**src/rtl/rdseq_pkg.sv**
```systemverilog
package rdseq_pkg;

    typedef enum logic [1:0] {
        CMD_NOP = 2'd0,
        CMD_PRE = 2'd1,
        CMD_ACT = 2'd2,
        CMD_RD  = 2'd3
    } cmd_e;

    typedef enum logic [2:0] {
        ST_IDLE,
        ST_PRE,
        ST_WAIT_RP,
        ST_ACT,
        ST_WAIT_RCD,
        ST_RD,
        ST_WAIT_CL,
        ST_BURST
    } seq_st_e;

endpackage

```
**src/rtl/rdseq_bank_table.sv**
```systemverilog
module rdseq_bank_table #(
    parameter int NUM_BANKS = 4,
    parameter int BANK_W    = 2,
    parameter int ROW_W     = 4
) (
    input  logic              clk,
    input  logic              rst,
    input  logic              clr_en,
    input  logic              set_en,
    input  logic [BANK_W-1:0] wr_bank,
    input  logic [ROW_W-1:0]  wr_row,
    input  logic [BANK_W-1:0] lk_bank,
    input  logic [ROW_W-1:0]  lk_row,
    output logic              lk_open,
    output logic              lk_match
);

    typedef struct packed {
        logic             open;
        logic [ROW_W-1:0] row;
    } bank_ent_t;

    logic [NUM_BANKS-1:0] open_vec;
    logic [ROW_W-1:0]     row_arr [NUM_BANKS];

    for (genvar g = 0; g < NUM_BANKS; g++) begin : g_bank
        bank_ent_t ent_d;
        bank_ent_t ent_q;

        always_comb begin
            ent_d = ent_q;
            if (wr_bank == BANK_W'(g)) begin
                if (clr_en) begin
                    ent_d.open = 1'b0;
                end
                if (set_en) begin
                    ent_d.open = 1'b1;
                    ent_d.row  = wr_row;
                end
            end
        end

        always_ff @(posedge clk) begin
            if (rst) begin
                ent_q <= '0;
            end else begin
                ent_q <= ent_d;
            end
        end

        assign open_vec[g] = ent_q.open;
        assign row_arr[g]  = ent_q.row;
    end

    always_comb begin
        lk_open  = 1'b0;
        lk_match = 1'b0;
        for (int i = 0; i < NUM_BANKS; i++) begin
            if (lk_bank == BANK_W'(i)) begin
                lk_open  = open_vec[i];
                lk_match = (row_arr[i] == lk_row);
            end
        end
    end

endmodule

```
**src/rtl/rdseq_ctrl.sv**
```systemverilog
module rdseq_ctrl
    import rdseq_pkg::*;
#(
    parameter int BANK_W    = 2,
    parameter int ROW_W     = 4,
    parameter int COL_W     = 4,
    parameter int T_RP      = 2,
    parameter int T_RCD     = 2,
    parameter int T_CL      = 2,
    parameter int BURST_LEN = 4
) (
    input  logic              clk,
    input  logic              rst,
    input  logic              req_valid,
    input  logic [BANK_W-1:0] req_bank,
    input  logic [ROW_W-1:0]  req_row,
    input  logic [COL_W-1:0]  req_col,
    input  logic              lk_open,
    input  logic              lk_match,
    output logic              req_ready,
    output cmd_e              cmd_op,
    output logic [BANK_W-1:0] cmd_bank,
    output logic [ROW_W-1:0]  cmd_row,
    output logic [COL_W-1:0]  cmd_col,
    output logic              upd_clr,
    output logic              upd_set,
    output logic              rsp_valid,
    output logic              rsp_last
);

    localparam int MAX_T_A = (T_RP > T_RCD) ? T_RP : T_RCD;
    localparam int MAX_T   = (MAX_T_A > T_CL) ? MAX_T_A : T_CL;
    localparam int CNT_W   = $clog2(MAX_T + 1);
    localparam int BEAT_W  = (BURST_LEN > 1) ? $clog2(BURST_LEN) : 1;

    typedef struct packed {
        seq_st_e           st;
        logic [CNT_W-1:0]  cnt;
        logic [BEAT_W-1:0] beat;
        logic [BANK_W-1:0] bank;
        logic [ROW_W-1:0]  row;
        logic [COL_W-1:0]  col;
    } ctrl_s;

    ctrl_s s_d;
    ctrl_s s_q;

    always_comb begin
        s_d = s_q;
        unique case (s_q.st)
            ST_IDLE: begin
                if (req_valid) begin
                    s_d.bank = req_bank;
                    s_d.row  = req_row;
                    s_d.col  = req_col;
                    if (!lk_open) begin
                        s_d.st = ST_ACT;
                    end else if (lk_match) begin
                        s_d.st = ST_RD;
                    end else begin
                        s_d.st = ST_PRE;
                    end
                end
            end
            ST_PRE: begin
                if (T_RP > 1) begin
                    s_d.st  = ST_WAIT_RP;
                    s_d.cnt = CNT_W'(T_RP - 1);
                end else begin
                    s_d.st = ST_ACT;
                end
            end
            ST_WAIT_RP: begin
                if (s_q.cnt == CNT_W'(1)) begin
                    s_d.st = ST_ACT;
                end else begin
                    s_d.cnt = s_q.cnt - CNT_W'(1);
                end
            end
            ST_ACT: begin
                if (T_RCD > 1) begin
                    s_d.st  = ST_WAIT_RCD;
                    s_d.cnt = CNT_W'(T_RCD - 1);
                end else begin
                    s_d.st = ST_RD;
                end
            end
            ST_WAIT_RCD: begin
                if (s_q.cnt == CNT_W'(1)) begin
                    s_d.st = ST_RD;
                end else begin
                    s_d.cnt = s_q.cnt - CNT_W'(1);
                end
            end
            ST_RD: begin
                s_d.beat = '0;
                if (T_CL > 1) begin
                    s_d.st  = ST_WAIT_CL;
                    s_d.cnt = CNT_W'(T_CL - 1);
                end else begin
                    s_d.st = ST_BURST;
                end
            end
            ST_WAIT_CL: begin
                if (s_q.cnt == CNT_W'(1)) begin
                    s_d.st = ST_BURST;
                end else begin
                    s_d.cnt = s_q.cnt - CNT_W'(1);
                end
            end
            ST_BURST: begin
                if (s_q.beat == BEAT_W'(BURST_LEN - 1)) begin
                    s_d.st = ST_IDLE;
                end else begin
                    s_d.beat = s_q.beat + BEAT_W'(1);
                end
            end
            default: s_d.st = ST_IDLE;
        endcase
    end

    always_ff @(posedge clk) begin
        if (rst) begin
            s_q <= '{st: ST_IDLE, default: '0};
        end else begin
            s_q <= s_d;
        end
    end

    always_comb begin
        unique case (s_q.st)
            ST_PRE:  cmd_op = CMD_PRE;
            ST_ACT:  cmd_op = CMD_ACT;
            ST_RD:   cmd_op = CMD_RD;
            default: cmd_op = CMD_NOP;
        endcase
    end

    assign req_ready = (s_q.st == ST_IDLE);
    assign cmd_bank  = s_q.bank;
    assign cmd_row   = s_q.row;
    assign cmd_col   = s_q.col;
    assign upd_clr   = (s_q.st == ST_PRE);
    assign upd_set   = (s_q.st == ST_ACT);
    assign rsp_valid = (s_q.st == ST_BURST);
    assign rsp_last  = (s_q.st == ST_BURST) && (s_q.beat == BEAT_W'(BURST_LEN - 1));

endmodule

```
**src/rtl/rdseq_top.sv**
```systemverilog
module rdseq_top
    import rdseq_pkg::*;
#(
    parameter int NUM_BANKS = 4,
    parameter int ROW_W     = 4,
    parameter int COL_W     = 4,
    parameter int DATA_W    = 16,
    parameter int T_RP      = 2,
    parameter int T_RCD     = 2,
    parameter int T_CL      = 2,
    parameter int BURST_LEN = 4,
    localparam int BANK_W   = (NUM_BANKS > 1) ? $clog2(NUM_BANKS) : 1
) (
    input  logic              clk,
    input  logic              rst,
    input  logic              req_valid,
    output logic              req_ready,
    input  logic [BANK_W-1:0] req_bank,
    input  logic [ROW_W-1:0]  req_row,
    input  logic [COL_W-1:0]  req_col,
    output logic [1:0]        cmd_op,
    output logic [BANK_W-1:0] cmd_bank,
    output logic [ROW_W-1:0]  cmd_row,
    output logic [COL_W-1:0]  cmd_col,
    input  logic [DATA_W-1:0] mem_rdata,
    output logic              rsp_valid,
    output logic              rsp_last,
    output logic [DATA_W-1:0] rsp_data
);

    logic lk_open;
    logic lk_match;
    logic upd_clr;
    logic upd_set;
    cmd_e cmd_op_e;

    rdseq_bank_table #(
        .NUM_BANKS (NUM_BANKS),
        .BANK_W    (BANK_W),
        .ROW_W     (ROW_W)
    ) table_i (
        .clk      (clk),
        .rst      (rst),
        .clr_en   (upd_clr),
        .set_en   (upd_set),
        .wr_bank  (cmd_bank),
        .wr_row   (cmd_row),
        .lk_bank  (req_bank),
        .lk_row   (req_row),
        .lk_open  (lk_open),
        .lk_match (lk_match)
    );

    rdseq_ctrl #(
        .BANK_W    (BANK_W),
        .ROW_W     (ROW_W),
        .COL_W     (COL_W),
        .T_RP      (T_RP),
        .T_RCD     (T_RCD),
        .T_CL      (T_CL),
        .BURST_LEN (BURST_LEN)
    ) ctrl_i (
        .clk       (clk),
        .rst       (rst),
        .req_valid (req_valid),
        .req_bank  (req_bank),
        .req_row   (req_row),
        .req_col   (req_col),
        .lk_open   (lk_open),
        .lk_match  (lk_match),
        .req_ready (req_ready),
        .cmd_op    (cmd_op_e),
        .cmd_bank  (cmd_bank),
        .cmd_row   (cmd_row),
        .cmd_col   (cmd_col),
        .upd_clr   (upd_clr),
        .upd_set   (upd_set),
        .rsp_valid (rsp_valid),
        .rsp_last  (rsp_last)
    );

    assign cmd_op   = cmd_op_e;
    assign rsp_data = rsp_valid ? mem_rdata : '0;

endmodule

```
**config.mk**
```make
export PLATFORM = sky130hd
export DESIGN_NAME = rdseq_top
export DESIGN_NICKNAME = d
export VERILOG_FILES = /design/src/rtl/rdseq_pkg.sv /design/src/rtl/rdseq_bank_table.sv /design/src/rtl/rdseq_ctrl.sv /design/src/rtl/rdseq_top.sv
export SDC_FILE = /design/constraint.sdc
export NUM_CORES = 1
export LEC_CHECK = 0
export ABC_AREA = 1
export BUFFER_PORTS_ARGS = -buffer_cell sky130_fd_sc_hd__buf_2
export CAP_MARGIN = 20
export CORE_UTILIZATION = 51
export DETAILED_ROUTE_END_ITERATION = 8
export PLACE_DENSITY_LB_ADDON = 0.12
export SYNTH_ARGS = -nofsm -noshare
export SYNTH_HDL_FRONTEND = slang
export SYNTH_SLANG_ARGS = --single-unit
```
**constraint.sdc**
```tcl
create_clock -name clk -period 1.4 [get_ports clk]
set_clock_uncertainty 0.15 [all_clocks]
set_input_delay 0.07 -clock clk [delete_from_list [all_inputs] [get_ports clk]]
set_output_delay 0.07 -clock clk [all_outputs]
set_load 0.005 [all_outputs]
```
==> metrics, run 1 <==
status finished with violations; failing checks setup timing; Worst Path Max Fanout 6; DIE AREA 0.00416 sq mm; WP data arrival 1.70 ns; f_max 0.614 GHz; power per cell area 1440 mW/mm^2; GRT overflow 0; Worst Reg-to-Reg Cells 9; synthesized instance count 293; Routed Wire Length 7200 um; crit path launch type register; site row count 22; DRT antenna net count 0; post-route core utilization 0.830; Worst Path Required 1.48 ns; endpoints failing hold 0; vias in the first global route 1,744; unrepaired setup endpoints after global routing true; max_cap viols 0; antenna violations before repair 0; final setup margin -0.229 ns; CP Class reg2reg; end point of the critical path table_i.g_bank[0].ent_q[4]$_SDFFE_PP0P_; Avg Inst Size Synth 6.80 sq um; Num CTS Buffers 5; Netlist Area Pre-Place 0.00199 sq mm; clock latency on the worst-skew pair 0.29 ns; wire length per cell 16.3 um; detailed placement HPWL 3290 um; crit share post-route 1.16; Distinct cells, synth 29; pin count of the biggest net entering global routing 25; fin area 0.00309 sq mm; clock buffer depth 2; reg-to-reg slack, setup -0.23 ns; register area share after synthesis 0.372; share of layout cells above drive strength 1 0.411; worst IR drop on VDD 1.42 mV; dominant cell type by area after synthesis dfxtp_1; Filler cells 232; diodes inserted 0; clk sinks 37; initial DRC count 187; Cell Area, Placed 0.00236 sq mm; Syn Nets 324; hold slack 0.0465 ns; vias 2,376; final setup fails 55; Clock transition at path regs 0.07 ns; Final min period 1.63 ns; CP endpoint kind register; Placer Congestion 0.818; total power 4430 uW; Initial Util 0.536; R2R Path End table_i.g_bank[0].ent_q[4]$_SDFFE_PP0P_; IO Pins 60; Synth Register Bits 37; Slew headroom 0.795; final slew viol count 0; port buffer count 59; Worst setup startpoint ctrl_i.s_q[14]$_SDFFE_PP0P_; drt first pass iters 5; Root Driver clkbuf_8; reg2reg start ctrl_i.s_q[14]$_SDFFE_PP0P_; Ys Warns 0; Leak 0.00144 uW; top-area cell type share of the netlist area 0.372; vias per cell 5.38; Tot GR Track Use 0.255; width of the die 64.5 um; layout net count 424; Die Span Y 64.5 um; Core ar. 0.00372 sq mm; CTS H-tree depth 2; global-route wire length before repair 8160 um; actual slew at the worst max-slew pin 0.307 ns; synth top area cells dfxtp_1 37%, inv_1 9.6%, a21oi_1 9.0%; CTS tree done; Layout area overhead 54.9%; Hold Path Class in2reg; DRC violations left 0
==> worst min path at each step <==
stage	startpoint	endpoint	slack, ns	cells after the start
detailed placement	req_col[0]	ctrl_i.cmd_col[0]$_SDFFE_PP0P_	0.20	3
global route	req_valid	ctrl_i.cmd_col[0]$_SDFFE_PP0P_	0.05	3
finish	req_valid	ctrl_i.cmd_col[0]$_SDFFE_PP0P_	0.05	3
CTS	req_valid	ctrl_i.cmd_col[2]$_SDFFE_PP0P_	0.02	3
global placement	req_col[3]	ctrl_i.cmd_col[3]$_SDFFE_PP0P_	0.20	3
floorplan	rst	table_i.g_bank[3].ent_q[4]$_SDFFE_PP0P_	-0.01	1
==> cell usage after synthesis <==
cell	count
nor2_4	6
nor3_2	1
xnor2_1	2
nand2_2	3
o22ai_1	1
inv_2	3
o21ai_0	28
inv_4	1
o21ai_1	2
nor2_2	1
nand3_2	1
nor2_1	35
buf_2	1
a22oi_1	1
a21oi_1	36
nand2_1	46
ha_1	2
xor2_1	3
o211ai_2	1
dfxtp_1	37
o21bai_1	1
a311oi_1	1
or2_2	1
clkbuf_1	3
buf_4	11
nand2_4	1
nand3_1	12
inv_1	51
nand3b_1	1
==> cells by family after synthesis <==
logic type | after synthesis | share of synthesized area
AOI/OAI and AO/OA | 71 | 0.187
xor gates and xnor gates | 5 | 0.0220
and+or+nand+nor | 108 | 0.252
adders and majority gates | 2 | 0.0126
DFF | 37 | 0.372
buffers and inverters | 70 | 0.155
==> per-layer routing <==
metal	vias up	wire length [um]	part of all wire	track usage
met3	38	504	0.070	0.0581
li1	1116	-	-	-
met4	0	384	0.053	0.0917
met5	-	0	0	0
met2	140	3510	0.49	0.380
met1	1082	2800	0.39	0.358
==> repair_timing <==
| action | CTS | global route |
|---|---|---|
| hold buffers | 11 | 0 |
| endpoints found under the setup margin | 24 | 57 |
| gates resized for setup | 40 | 61 |
| pin swaps | 16 | 17 |
| setup buffers | 10 | 11 |
| endpoints found under the hold margin | 12 | 0 |
| cloned | 2 | 3 |
==> critical path: stages (launching register included) <==
cell and delay (ns):
dfxtp_2 0.35, buf_6 0.10, buf_6 0.10, inv_8 0.04, nor2_4 0.17, nand3_2 0.13
nor2_4 0.21, buf_6 0.15, inv_2 0.04, a21oi_2 0.12
==> metrics by stage <==
stage / TNS (ns) / cells / worst slack [ns]
floorplan: 0 / 293 / 0.0810
global placement: 0 / 397 / 0.0158
detailed placement: -0.000608 / 397 / -0.000608
CTS: -4.65 / 428 / -0.165
global route: -10.65 / 442 / -0.282
finish: -7.72 / 442 / -0.229
==> final cells by class <==
class,instances,area (sq um),share of cell area
multi-input cells,189,1180,0.382
clock inverters,2,10.0,0.00324
flip-flops and latches,37,747,0.242
repair buffers,105,796,0.258
well taps,48,60.1,0.0195
inverters,55,221,0.0718
clock buffers,6,72.6,0.0235
==> cells in the final DEF (no fill, tap or decap), types with 2 or more instances in the layout <==
cell / count
inv_2: 5
a21oi_1: 31
dfxtp_1: 34
ha_1: 2
nor2_1: 19
nand3_2: 5
xor2_1: 3
buf_6: 16
inv_4: 3
nand2_1: 45
o21ai_0: 12
dfxtp_2: 2
dlygate4sd3_1: 11
clkinv_2: 2
xnor2_1: 2
clkbuf_8: 5
nor2_4: 23
buf_12: 2
nand2_2: 3
nand3_1: 7
o21ai_2: 4
nor2_2: 3
o21ai_1: 14
buf_2: 57
buf_4: 17
inv_1: 46
a21oi_2: 5
==> where the power goes <==
group	total (uW)	leakage, uW	switching [uW]	internal (uW)
Clock	725	0.0000450	380	345
Sequential	1360	0.000302	133	1220
Combinational	2350	0.00110	1230	1120
==> flip-flops by register name, indices dropped and copies added (netlist names) <==
register              cells
ctrl_i.cmd_row            4
ctrl_i.cmd_col            4
ctrl_i.cmd_bank           2
table_i.g_bank.ent_q     20
ctrl_i.s_q                7
(Power assumes the default switching activity.)
==> run 2, diff against run 1 <==
--- a/config.mk
+++ b/config.mk
@@ -8,9 +8,10 @@
 export ABC_AREA = 1
 export BUFFER_PORTS_ARGS = -buffer_cell sky130_fd_sc_hd__buf_2
 export CAP_MARGIN = 20
-export CORE_UTILIZATION = 51
+export CORE_UTILIZATION = 53
 export DETAILED_ROUTE_END_ITERATION = 8
 export PLACE_DENSITY_LB_ADDON = 0.12
 export SYNTH_ARGS = -nofsm -noshare
 export SYNTH_HDL_FRONTEND = slang
+export SYNTH_HIERARCHICAL = 1
 export SYNTH_SLANG_ARGS = --single-unit
==> run 2 against run 1 <==
Against the previous run: the run still ends with setup timing left; non-clock buffer count rose by 1; global-route usage is 4.4 points higher; sequential share of layout area down 3.0 points; clock power rose by 6.8%; combinational power up 15%; final area rose by 16%.
==> metrics, run 2 <==
Cell Area, Placed 0.00261 sq mm (+10%); Clock transition at path regs 0.08 ns (about the same); most common cell after layout, fill and taps aside nand2_1; vias in the first global route 2,104 (+21%); initial DRC count 153 (-18%); f_max 0.609 GHz (-0.86%); largest reg by FF count table_i/g_bank.ent_q; Worst path max stage delay 0.36 ns (about the same); unrepaired setup endpoints after global routing true; CP Class reg2out; clk sinks 37 (unchanged); drt first pass iters 5 (unchanged); Final min period 1.64 ns (+0.0141 ns); width of the die 67.9 um (+5.2%); max reg flops 20 (unchanged); CTS tree done; Tot GR Track Use 0.299 (+0.0435); detailed placement HPWL 3730 um (+13%); status finished with violations; Synth Register Bits 37 (unchanged); antenna violations before repair 0 (unchanged); endpoints failing hold 0 (unchanged); worst-path cell with the longest stage delay dfxtp_2; Hold Path Class in2out; actual slew at the worst max-slew pin 0.337 ns (+0.0302 ns); number of synthesized flops with an enable pin 0 (unchanged); dominant cell type by area after synthesis dfxtp_1; Leak 0.00165 uW (+14%); Avg Inst Size Synth 7.25 sq um (+6.7%); GRT overflow 0 (unchanged); Final Non-Filler Cells 459 (+3.8%); Inst Count DP 420 (+5.8%); crit share post-route 1.17 (+0.0101); Layout area overhead 55.5%; vias 2,552 (+7.4%); IO Pins 60 (unchanged); Slew headroom 0.775 (-0.0205); final setup margin -0.243 ns (-0.0141 ns); top-count cell post-synth nand2_1; global-route wire length before repair 9890 um (+21%); site row count 23 (+4.5%); fin area 0.00357 sq mm (+16%); Placer Congestion 0.847 (+3.6%); largest registers table_i/g_bank.ent_q: 20 flops, ctrl_i/s_q: 7 flops; synth top area cells dfxtp_1 32%, nand2_1 13%, inv_1 6.7%; post-route core utilization 0.875 (+0.0445); max_cap viols 0 (unchanged); register area share after synthesis 0.322 (-0.0496); DRT antenna net count 0 (unchanged); Worst Path Max Fanout 5 (-1); power per cell area 1380 mW/mm^2 (-4.2%); crit path launch type register; clock latency on the worst-skew pair 0.30 ns (about the same); vias per cell 5.56 (+3.4%); Netlist Area Pre-Place 0.00230 sq mm (+15%); CTS H-tree depth 2 (unchanged); commonest non-fill, non-tap cells in the layout 61 x nand2_1, 42 x buf_2, 28 x buf_6, 24 x dfxtp_1, 22 x inv_2; Ys Warns 6 (+6); kind of cell adding the most delay to the critical path buffers and inverters; DIE AREA 0.00460 sq mm (+11%); Crit path top cell by count buf_6; pin count of the biggest net entering global routing 29 (+16%); clock buffer depth 2 (unchanged); WP data arrival 1.42 ns (-0.28 ns); Initial Util 0.562 (+0.0264); port buffer count 59 (unchanged); ys flop type dfxtp_1; diodes inserted 0 (unchanged); share of flip-flops with an asynchronous set or reset 0 (unchanged); Die Span Y 67.9 um (+5.2%); layout net count 439 (+3.5%); Core ar. 0.00409 sq mm (+10%); worst IR drop on VDD 1.22 mV (-14%); failing checks setup timing; synthesized instance count 317 (+8.2%); top cells by count, synth 78 x nand2_1, 41 x inv_1, 37 x dfxtp_1; final setup fails 42 (-24%); top-area cell type share of the netlist area 0.322 (-0.0496); DRC violations left 0 (unchanged); Distinct cells, synth 34 (+17%); CP endpoint kind primary output; final slew viol count 0 (unchanged); wire length per cell 17.3 um (+6.3%); Root Driver clkbuf_8; share of layout cells above drive strength 1 0.584 (+0.173); Routed Wire Length 7940 um (+10%); Num CTS Buffers 5 (unchanged); Worst Path Required 1.18 ns (-0.30 ns); critical path buffer and inverter count 6 (+1); worst path cell trace buf_6, nand3_4, inv_4, buf_6, buf_12, nand2_2, inv_2, buf_6; Syn Nets 348 (+7.4%)
==> run 2: logic make-up after synthesis <==
logic type                 Yosys count  share of synthesized area
AOI/OAI and AO/OA                   43                      0.128
buffers and inverters               72                      0.179
DFF                                 37                      0.322
adders and majority gates            2                     0.0109
xor gates and xnor gates             5                     0.0191
and+or+nand+nor                    158                      0.341
==> run 2: per-layer routing <==
layer | wire (um) | track usage | vias to the layer above
met5 | 0 | 0 | -
met4 | 261 | 0.146 | 0
met3 | 530 | 0.0517 | 26
met2 | 4320 | 0.520 | 135
met1 | 2830 | 0.352 | 1207
li1 | - | - | 1184
==> run 2: area by class of cell <==
type	count	area (sq um)
multi-input cells	209	1480
repair buffers	106	968
flip-flops and latches	37	759
fillers	203	512
inverters	49	214
clock buffers	5	68.8
well taps	50	62.6
clock inverters	3	17.5
==> run 2: timing repair <==
action                                 in CTS  in global routing
setup endpoints to repair                  32                 57
gates cloned                                4                  1
pin swaps                                  11                 28
hold buffers                               12                  0
gates resized for setup                    50                102
setup buffers                              11                  3
endpoints found under the hold margin      13                  0
==> run 2: path summary, 6_finish.rpt <==
kind / from / end / slack (ns) / depth (start not counted)
max reg2reg: ctrl_i/s_q[14]$_SDFFE_PP0P_ / ctrl_i/s_q[15]$_SDFFE_PP0P_ / -0.17 / 7
min: mem_rdata[1] / rsp_data[1] / 0.24 / 4
max: ctrl_i/s_q[15]$_SDFFE_PP0P_ / rsp_data[7] / -0.24 / 8
min reg2reg: ctrl_i/cmd_col[3]$_SDFFE_PP0P_ / ctrl_i/cmd_col[3]$_SDFFE_PP0P_ / 0.32 / 2
==> run 2: through the flow <==
stage,hold slack (ns),TNS [ns],total power (uW),worst slack (ns)
floorplan,-0.0176,0,2630,0.0527
global placement,0.183,0,2980,0.0249
detailed placement,0.190,-0.0573,3000,-0.0267
CTS,0.240,-2.61,4300,-0.143
global route,0.264,-6.99,5150,-0.274
finish,0.239,-4.98,4920,-0.243
==> run 2: report_power, final <==
part / switching [uW] / total (uW) / leakage, uW / internal (uW)
combinational: 1450 / 2710 / 0.00130 / 1250
clock: 430 / 774 / 0.0000439 / 344
sequential: 209 / 1440 / 0.000307 / 1230
==> run 2: tightest hold or removal path: cells and delay by family <==
kind / cells / cell delay [ns]
buffers and inverters: 3 / 0.20
AND/OR/NAND/NOR: 1 / 0.05
==> run 3, diff against run 2 <==
--- a/config.mk
+++ b/config.mk
@@ -8,6 +8,7 @@
 export ABC_AREA = 1
 export BUFFER_PORTS_ARGS = -buffer_cell sky130_fd_sc_hd__buf_2
 export CAP_MARGIN = 20
+export CORE_MARGIN = 8
 export CORE_UTILIZATION = 53
 export DETAILED_ROUTE_END_ITERATION = 8
 export PLACE_DENSITY_LB_ADDON = 0.12
==> run 3 against run 2 <==
Against the previous run: the run still ends with setup timing left; sequential share of layout area grew 1.3 points; final area is 6.1% lower; fmax rose by 7.8%; combinational power is essentially flat; sequential power about the same; critical path depth is the same; flip-flop and latch count is the same; register-to-register slack improved by 0.08 ns; largest power group unchanged.
==> metrics, run 3 (synthesized netlist as in run 2, its figures left out) <==
Hold Path Class in2reg; Routed Wire Length 6870 um (-13%); Seq pwr share 0.292 (about the same); worst-path cell with the longest stage delay dfxtp_2; Die Span Y 81.9 um (+21%); layout net count 438 (-0.23%); global-route wire length before repair 10,000 um (+1.5%); DIE AREA 0.00670 sq mm (+46%); clock buffer depth 2 (unchanged); diodes inserted 0 (unchanged); DRT antenna net count 0 (unchanged); Pint 2870 uW (+1.4%); CTS H-tree depth 2 (unchanged); GRT overflow 0 (unchanged); hold_sp req_valid; DRC violations left 0 (unchanged); Worst path max stage delay 0.33 ns (-0.03 ns); Clk pwr share 0.150 (-0.007); IO Pins 60 (unchanged); R2R Path End table_i/g_bank[1].ent_q[4]$_SDFFE_PP0P_; CTS tree done; reg-to-reg slack, setup -0.09 ns (+0.08 ns); vias in the first global route 2,125 (+1.0%); final setup margin -0.125 ns (+0.118 ns); total power 4810 uW (-2.1%); actual slew at the worst max-slew pin 0.441 ns (+0.104 ns); Num CTS Buffers 5 (unchanged); Worst Reg-to-Reg Cells 6 (-1); Slew headroom 0.705 (-0.0694); Core ar. 0.00426 sq mm (+4.3%); wire length per cell 14.9 um (-14%); Worst Path Required 1.18 ns (about the same); initial DRC count 107 (-30%); share of layout cells above drive strength 1 0.525 (-0.0598); clock latency on the worst-skew pair 0.29 ns (about the same); crit share post-route 1.09 (-0.0846); hold slack 0.0945 ns (-0.145 ns); drt first pass iters 4 (-1); CP endpoint kind primary output; Leak 0.00161 uW (-2.2%); antenna violations before repair 0 (unchanged); reg2reg start ctrl_i/s_q[15]$_SDFFE_PP0P_; Final Non-Filler Cells 460 (+0.22%); unrepaired setup endpoints after global routing true; worst path cell trace buf_6, nand3_4, inv_4, buf_12, buf_16, nand2_2, inv_1, buf_2; Clock transition at path regs 0.07 ns (about the same); pin count of the biggest net entering global routing 14 (-52%); largest registers table_i/g_bank.ent_q: 20 flops, ctrl_i/s_q: 7 flops; Hold Path Stages 5 (+1); max reg flops 20 (unchanged); WHS Endpoint ctrl_i/s_q[14]$_SDFFE_PP0P_; most common cell after layout, fill and taps aside nand2_1; detailed placement HPWL 4310 um (+16%); sw frac 0.404 (-0.0210); CP Class reg2out; largest reg by FF count table_i/g_bank.ent_q; Placer Congestion 0.854 (+0.81%); commonest non-fill, non-tap cells in the layout 61 x nand2_1, 53 x buf_2, 29 x inv_1, 26 x dfxtp_1, 22 x nor2_1; WP data arrival 1.30 ns (-0.12 ns); failing checks setup timing; final setup fails 34 (-19%); endpoints failing hold 0 (unchanged); clk sinks 37 (unchanged); width of the die 81.9 um (+21%); Tot GR Track Use 0.191 (-0.108); Root Driver clkbuf_8; Inst Count DP 424 (+0.95%); crit path launch type register; final slew viol count 0 (unchanged); site row count 24 (+4.3%); f_max 0.656 GHz (+7.8%); switching pwr 1950 uW (-7.0%); power per cell area 1430 mW/mm^2 (+4.2%); status finished with violations; max_cap viols 0 (unchanged); Initial Util 0.539 (-0.0234); vias 2,399 (-6.0%); logic gate share of total power 0.558 (+0.008); vias per cell 5.22 (-6.2%); port buffer count 59 (unchanged); Worst setup startpoint ctrl_i/s_q[14]$_SDFFE_PP0P_; Layout area overhead 46.1%; worst IR drop on VDD 1.11 mV (-8.6%); Worst Path Max Fanout 5 (unchanged); Final min period 1.52 ns (-0.118 ns)
==> run 3: cell types whose count changed in the layout (fill, tap and decap cells not counted), moves of 6 or more <==
cell / change
buf_2: +11
buf_4: +6
buf_6: -15
inv_1: +8
inv_2: -7
==> run 3: critical path, delay by kind of cell, from the launching register on <==
kind / cells / cell delay [ns]
and+or+nand+nor: 2 / 0.13
DFF: 1 / 0.33
buffers and inverters: 6 / 0.55
==> run 3: worst max-delay path by stage <==
stage	to	slack, ns
global route	rsp_data[5]	-0.18
floorplan	table_i/g_bank[3].ent_q[2]$_SDFFE_PP0P_	0.05
detailed placement	table_i/g_bank[2].ent_q[4]$_SDFFE_PP0P_	-0.05
finish	rsp_data[5]	-0.12
CTS	rsp_data[15]	-0.12
global placement	table_i/g_bank[3].ent_q[4]$_SDFFE_PP0P_	0.0005
==> run 3: through the flow <==
stage,worst slack (ns),cell area (sq um),util,setup TNS (ns)
3_5_place_dp,-0.0453,2630,0.616,-0.248
6_report,-0.125,3360,0.788,-2.04
3_3_place_gp,0.000496,2630,0.616,0
5_1_grt,-0.176,3360,0.788,-4.70
2_1_floorplan,0.0527,2300,-,0
4_1_cts,-0.125,3040,0.713,-2.75
==> run 3: cell type report <==
class                      instances  area [sq um]
clock buffer                       8          80.1
fill                             288           906
inverter                          49           201
multi-input combinational        208          1410
sequential                        37           757
tap                               52          65.1
timing repair buffer             106           845
==> run 3: timing repair <==
item                       CTS  global route
gates cloned                 2             0
hold endpoints to repair    18             0
pin swaps                    3            40
setup endpoints to repair   30            57
buffers inserted            10             6
gates resized for setup     23            92
hold buffers                11             0
==> run 3: power by group through the flow <==
stage	clock network, uW	registers, uW	logic (uW)
after detailed placement	0	1390	1680
after global routing	772	1430	2870
after floorplan	0	1310	1320
final	720	1410	2690
after global placement	0	1390	1660
after CTS	738	1370	2120
==> run 3: layer usage <==
metal | vias up | wire length [um] | GRT usage
met4 | 0 | 130 | 0.0789
li1 | 1185 | - | -
met1 | 1114 | 2820 | 0.233
met5 | - | 0 | 0
met2 | 88 | 3360 | 0.316
met3 | 12 | 563 | 0.0427
